===== src/rtl/dac_bank_pkg.sv =====
package dac_bank_pkg;

  // Default geometry of the host register window
  localparam int unsigned BUS_AW    = 4;
  localparam int unsigned BUS_DW    = 8;
  localparam int unsigned CODE_BITS = 12;
  localparam int unsigned CHANNELS  = 4;
  localparam int unsigned LOW_ADDR  = 1;
  localparam int unsigned HIGH_BASE = 4;

  // Classification of one accepted write
  typedef enum logic [1:0] {
    ACC_NONE  = 2'd0,
    ACC_LOW   = 2'd1,
    ACC_HIGH  = 2'd2,
    ACC_OTHER = 2'd3
  } acc_kind_e;

endpackage


===== src/rtl/dac_bus_decode.sv =====
module dac_bus_decode
  import dac_bank_pkg::*;
#(
  parameter int unsigned ADDR_W  = BUS_AW,
  parameter int unsigned NUM_CH  = CHANNELS,
  parameter int unsigned LO_ADDR = LOW_ADDR,
  parameter int unsigned HI_BASE = HIGH_BASE
) (
  input  logic              wr_fire,
  input  logic [ADDR_W-1:0] wr_addr,
  input  logic              rd_fire,
  input  logic [ADDR_W-1:0] rd_addr,
  output logic              lo_we,
  output logic [NUM_CH-1:0] hi_we,
  output logic              upd
);

  localparam int unsigned HI_LAST = HI_BASE + NUM_CH - 1;

  acc_kind_e wr_kind;

  always_comb begin
    if (!wr_fire) begin
      wr_kind = ACC_NONE;
    end else if (int'(wr_addr) == int'(LO_ADDR)) begin
      wr_kind = ACC_LOW;
    end else if (int'(wr_addr) >= int'(HI_BASE) && int'(wr_addr) <= int'(HI_LAST)) begin
      wr_kind = ACC_HIGH;
    end else begin
      wr_kind = ACC_OTHER;
    end
  end

  assign lo_we = (wr_kind == ACC_LOW);

  // One strobe per channel nibble address
  for (genvar k = 0; k < int'(NUM_CH); k++) begin : g_hi
    assign hi_we[k] = (wr_kind == ACC_HIGH) && (int'(wr_addr) == int'(HI_BASE) + k);
  end

  assign upd = rd_fire && (int'(rd_addr) >= int'(HI_BASE)) && (int'(rd_addr) <= int'(HI_LAST));

endmodule


===== src/rtl/dac_low_latch.sv =====
module dac_low_latch #(
  parameter int unsigned LO_W = 8
) (
  input  logic            clk,
  input  logic            rst_n,
  input  logic            we,
  input  logic [LO_W-1:0] din,
  output logic [LO_W-1:0] q
);

  always_ff @(posedge clk or negedge rst_n) begin
    if (!rst_n) begin
      q <= '0;
    end else if (we) begin
      q <= din;
    end
  end

endmodule


===== src/rtl/dac_chan_slice.sv =====
module dac_chan_slice #(
  parameter int unsigned CODE_W = 12,
  parameter int unsigned LO_W   = 8,
  localparam int unsigned HI_W  = CODE_W - LO_W
) (
  input  logic              clk,
  input  logic              rst_n,
  input  logic              load,
  input  logic [HI_W-1:0]   nib,
  input  logic [LO_W-1:0]   low,
  input  logic              upd,
  output logic [CODE_W-1:0] active
);

  logic [CODE_W-1:0] pend;
  logic              fresh;

  // Pending buffer: filled by the channel's high-nibble write
  always_ff @(posedge clk or negedge rst_n) begin
    if (!rst_n) begin
      pend <= '0;
    end else if (load) begin
      pend <= {nib, low};
    end
  end

  // New-data flag: a write in the update cycle wins and stays set
  always_ff @(posedge clk or negedge rst_n) begin
    if (!rst_n) begin
      fresh <= 1'b0;
    end else if (load) begin
      fresh <= 1'b1;
    end else if (upd) begin
      fresh <= 1'b0;
    end
  end

  // Active code: takes the value pending before this edge
  always_ff @(posedge clk or negedge rst_n) begin
    if (!rst_n) begin
      active <= '0;
    end else if (upd && fresh) begin
      active <= pend;
    end
  end

endmodule


===== src/rtl/dac_bank_loader.sv =====
module dac_bank_loader
  import dac_bank_pkg::*;
#(
  parameter int unsigned ADDR_W  = BUS_AW,
  parameter int unsigned DATA_W  = BUS_DW,
  parameter int unsigned CODE_W  = CODE_BITS,
  parameter int unsigned NUM_CH  = CHANNELS,
  parameter int unsigned LO_ADDR = LOW_ADDR,
  parameter int unsigned HI_BASE = HIGH_BASE
) (
  input  logic                     clk,
  input  logic                     rst_n,
  input  logic                     wr_valid,
  output logic                     wr_ready,
  input  logic [ADDR_W-1:0]        wr_addr,
  input  logic [DATA_W-1:0]        wr_data,
  input  logic                     rd_valid,
  output logic                     rd_ready,
  input  logic [ADDR_W-1:0]        rd_addr,
  output logic [NUM_CH*CODE_W-1:0] dac_code
);

  localparam int unsigned LO_W = DATA_W;
  localparam int unsigned HI_W = CODE_W - LO_W;

  logic              wr_fire;
  logic              rd_fire;
  logic              lo_we;
  logic [NUM_CH-1:0] hi_we;
  logic              upd;
  logic [LO_W-1:0]   low_q;

  // The loader accepts a request on every cycle out of reset
  assign wr_ready = rst_n;
  assign rd_ready = rst_n;
  assign wr_fire  = wr_valid && wr_ready;
  assign rd_fire  = rd_valid && rd_ready;

  dac_bus_decode #(
    .ADDR_W (ADDR_W),
    .NUM_CH (NUM_CH),
    .LO_ADDR(LO_ADDR),
    .HI_BASE(HI_BASE)
  ) u_decode (
    .wr_fire(wr_fire),
    .wr_addr(wr_addr),
    .rd_fire(rd_fire),
    .rd_addr(rd_addr),
    .lo_we  (lo_we),
    .hi_we  (hi_we),
    .upd    (upd)
  );

  dac_low_latch #(
    .LO_W(LO_W)
  ) u_low (
    .clk  (clk),
    .rst_n(rst_n),
    .we   (lo_we),
    .din  (wr_data),
    .q    (low_q)
  );

  for (genvar k = 0; k < int'(NUM_CH); k++) begin : g_ch
    dac_chan_slice #(
      .CODE_W(CODE_W),
      .LO_W  (LO_W)
    ) u_slice (
      .clk   (clk),
      .rst_n (rst_n),
      .load  (hi_we[k]),
      .nib   (wr_data[HI_W-1:0]),
      .low   (low_q),
      .upd   (upd),
      .active(dac_code[k*CODE_W +: CODE_W])
    );
  end

endmodule


===== config.mk =====
export PLATFORM = sky130hd
export DESIGN_NAME = dac_bank_loader
export DESIGN_NICKNAME = d
export VERILOG_FILES = /design/src/rtl/dac_bank_pkg.sv /design/src/rtl/dac_bus_decode.sv /design/src/rtl/dac_low_latch.sv /design/src/rtl/dac_chan_slice.sv /design/src/rtl/dac_bank_loader.sv
export SDC_FILE = /design/constraint.sdc
export NUM_CORES = 1
export LEC_CHECK = 0
export ABC_CLOCK_PERIOD_IN_PS = 2000
export CORE_MARGIN = 2
export CORE_UTILIZATION = 56
export DETAILED_ROUTE_END_ITERATION = 16
export GPL_TIMING_DRIVEN = 1
export HOLD_SLACK_MARGIN = 0.12
export PLACE_DENSITY = 0.95
export SETUP_SLACK_MARGIN = 0.3
export SYNTH_ARGS = -nofsm -noshare
export SYNTH_HDL_FRONTEND = slang
export SYNTH_SLANG_ARGS = --single-unit

===== constraint.sdc =====
create_clock -name clk -period 2 [get_ports clk]
set_clock_uncertainty 0.1 [all_clocks]
set_input_delay 0.6 -clock clk [delete_from_list [all_inputs] [get_ports clk]]
set_output_delay 0.6 -clock clk [all_outputs]
set_load 0.05 [all_outputs]

==> impl_metrics.json <==
{
  "layout.nets": 353,
  "dp.final_hpwl_um": 5249,
  "synth_xor_xnor_area_share_pct": 0,
  "grt_max_degree": 61,
  "grt_use_total_pct": 24.23,
  "wl_met3_um": 222,
  "crit_type": "input pin to register",
  "ios": 70,
  "critPathMaxFanout": 7,
  "cts_max_level": 3,
  "syn_inst": 242,
  "clkSinkCount": 108,
  "setup_violations": 0,
  "arrival_ps": 1870,
  "die_w_um": 89.62,
  "cts-root-buf": "clkbuf_8",
  "p_leak_nw": 2.818,
  "mostFrequentLayoutCells": "108 x dfrtp_1, 82 x mux2_2, 54 x buf_4, 22 x mux2_4",
  "synth_cell_types": 16,
  "cts_tree": "built",
  "route.met2.wl_um": 4588,
  "power_density_nw_per_um2": 912.9,
  "vias_per_cell": 5.391,
  "max_cap_viol_count": 0,
  "numPlacedInstances": 410,
  "final_common_cell": "dfrtp_1",
  "fin_tns_setup_ps": 0,
  "cp_top_family": "buffers and inverters",
  "finalMaxSlewViolations": 0,
  "finalCritPeriodShare_pct": 86.82,
  "ys_top_cells_by_area": "dfrtp_1 66%, mux2_2 26%, mux2_4 3.3%",
  "yosysTopAreaCell": "dfrtp_1",
  "syn_area_per_cell_um2": 16.96,
  "postRouteWirelength_um": 8911,
  "relSlewSlack_pct": 50.57,
  "first_pass_iters": 4,
  "core_area_um2": 7176,
  "io_buffer_count": 67,
  "cts_buffers": 9,
  "syn_nets": 262,
  "finalNonFillerCells": 437,
  "synth_top_family_by_area": "multiplexers",
  "area_growth_pct": 31.21,
  "fmax_ghz": 0.5759,
  "path_buf_inv": 4,
  "cts_hold_buf": 0,
  "hold_ws_ps": 331.5,
  "gp_congestion": 0.7273,
  "finalHoldViolations": 0,
  "startpoint_type": "input pin",
  "synth-compound-area-share_pct": 0.5486,
  "highest_layer": "met4",
  "outcome": "completed",
  "std_cell_rows": 31,
  "die_h_um": 89.62,
  "crit_path_max_incr_delay_ps": 300,
  "antenna_found_initial": 0,
  "yosys_warnings": 0,
  "synth-seq-cells": 108,
  "synth-adder-area-share_pct": 0,
  "crit_top_cell": "buf_6",
  "wl_per_cell_um": 20.39,
  "synth_area_um2": 4105,
  "synthMuxAreaShare_pct": 29.35,
  "vias": 2356,
  "diodes": 0,
  "rsz0062_at_grt": "yes",
  "ant_nets": 0,
  "seq_area_frac_synth_pct": 65.83,
  "path_cells": "buf_6, nand4b_4, buf_6, nor3b_4, buf_6, buf_12, mux2_4",
  "path_clk_slew_ps": 100,
  "drtIter0Drc": 117,
  "grt.overflow.total": 0,
  "grt_pass1_wl_um": 13830,
  "worst_pin_slew_ps": 741.5,
  "hp-class": "input pin to async pin",
  "required_ps": 2130,
  "drive_gt1_share_pct": 61.24,
  "m1WireLength_um": 3902,
  "clk_latency_ps": 350,
  "synth_top_area_share_pct": 65.83,
  "crit_path_top_delay_cell": "mux2_4",
  "fill_cells": 409,
  "drc_errors": 0,
  "end_kind": "register",
  "grt_pass1_vias": 2551,
  "synth-simple-area-share_pct": 2.652,
  "die-area_um2": 8032,
  "initial_utilization_pct": 57.21,
  "clk_path_buf_depth": 2,
  "vdd_drop_max_v": 0.0008712,
  "min_period_ps": 1736
}
## path summary, 6_finish.rpt
check / startpoint / end / slack (ps) / depth (start not counted)
worst max-delay path: wr_addr[3] / g_ch[2].u_slice.pend[5] / 260 / 7
worst min-delay path: rst_n / g_ch[2].u_slice.active[1] / 330 / 2
worst max register to register: g_ch[2].u_slice.fresh / g_ch[2].u_slice.active[7] / 650 / 4
worst min register to register: g_ch[1].u_slice.pend[8] / g_ch[1].u_slice.active[8] / 410 / 1
max in group asynchronous: rst_n / g_ch[2].u_slice.pend[7] / 980 / 2
min in group clk: g_ch[1].u_slice.pend[8] / g_ch[1].u_slice.active[8] / 410 / 1
## cell usage after synthesis, drive strengths merged
cell type / instances
or3: 1
nand4b: 2
mux2: 104
dfrtp: 108
nor3b: 2
buf: 11
a21o: 3
nor2: 1
nand2: 7
nand3: 1
and4b: 1
nor4b: 1
## state kept, by name, indices dropped and copies added, names as in the netlist
signal and cells:
g_ch.u_slice.active 48, g_ch.u_slice.pend 48, u_low.q 8, g_ch.u_slice.fresh 4
## where the power goes
group | total (mW) | switching, mW | internal, mW
clock network | 1.42 | 0.682 | 0.740
logic | 0.859 | 0.469 | 0.390
registers | 2.64 | 0.192 | 2.44
total | 4.92 | 1.34 | 3.57
## through the flow
stage,util [%],setup slack (ps),cell area [um^2],power (mW)
finish,75.07,263.6,5386,4.917
global route,75.07,265.2,5386,5.123
CTS,74.47,311.7,5344,4.913
detailed placement,68.63,-350.2,4925,3.476
global placement,68.63,-318.7,4925,3.425
floorplan,-,122.8,4121,3.139
## worst reg2reg max path, cell delays in order, from the launching register on
cell and delay (ps):
dfrtp_1 440, nand2_4 100, buf_4 130, buf_16 130, mux2_2 340
## kinds of logic (layout without fill, tap and decap cells)
logic type             after synthesis  after routing
AO/OA/AOI/OAI                        3              3
multiplexers                       104            104
AND/OR/NAND/NOR                     16             16
buffers and inverters               11            107
flip-flops                         108            108
## area by class of cell
type                    count  area, um^2  share of cell area [%]
clock buffers              12       145.1                   2.695
clock inverters             4       72.57                   1.347
flip-flops and latches    108        2703                   50.17
repair buffers             91       912.1                   16.93
multi-input cells         123        1430                   26.55
well taps                  99       123.9                   2.300
## per-layer routing
layer	GRT usage, %	vias up
met2	40.04	50
met5	0	-
met3	3.839	13
met1	31.71	1258
li1	-	1035
met4	11.26	0
## repair_timing
action | in CTS | in global routing
gates resized for setup | 40 | 16
setup buffers | 6 | 2
endpoints found under the setup margin | 106 | 51
cloned | 3 | 0
pin swaps | 4 | 1
(Power assumes the default switching activity.)
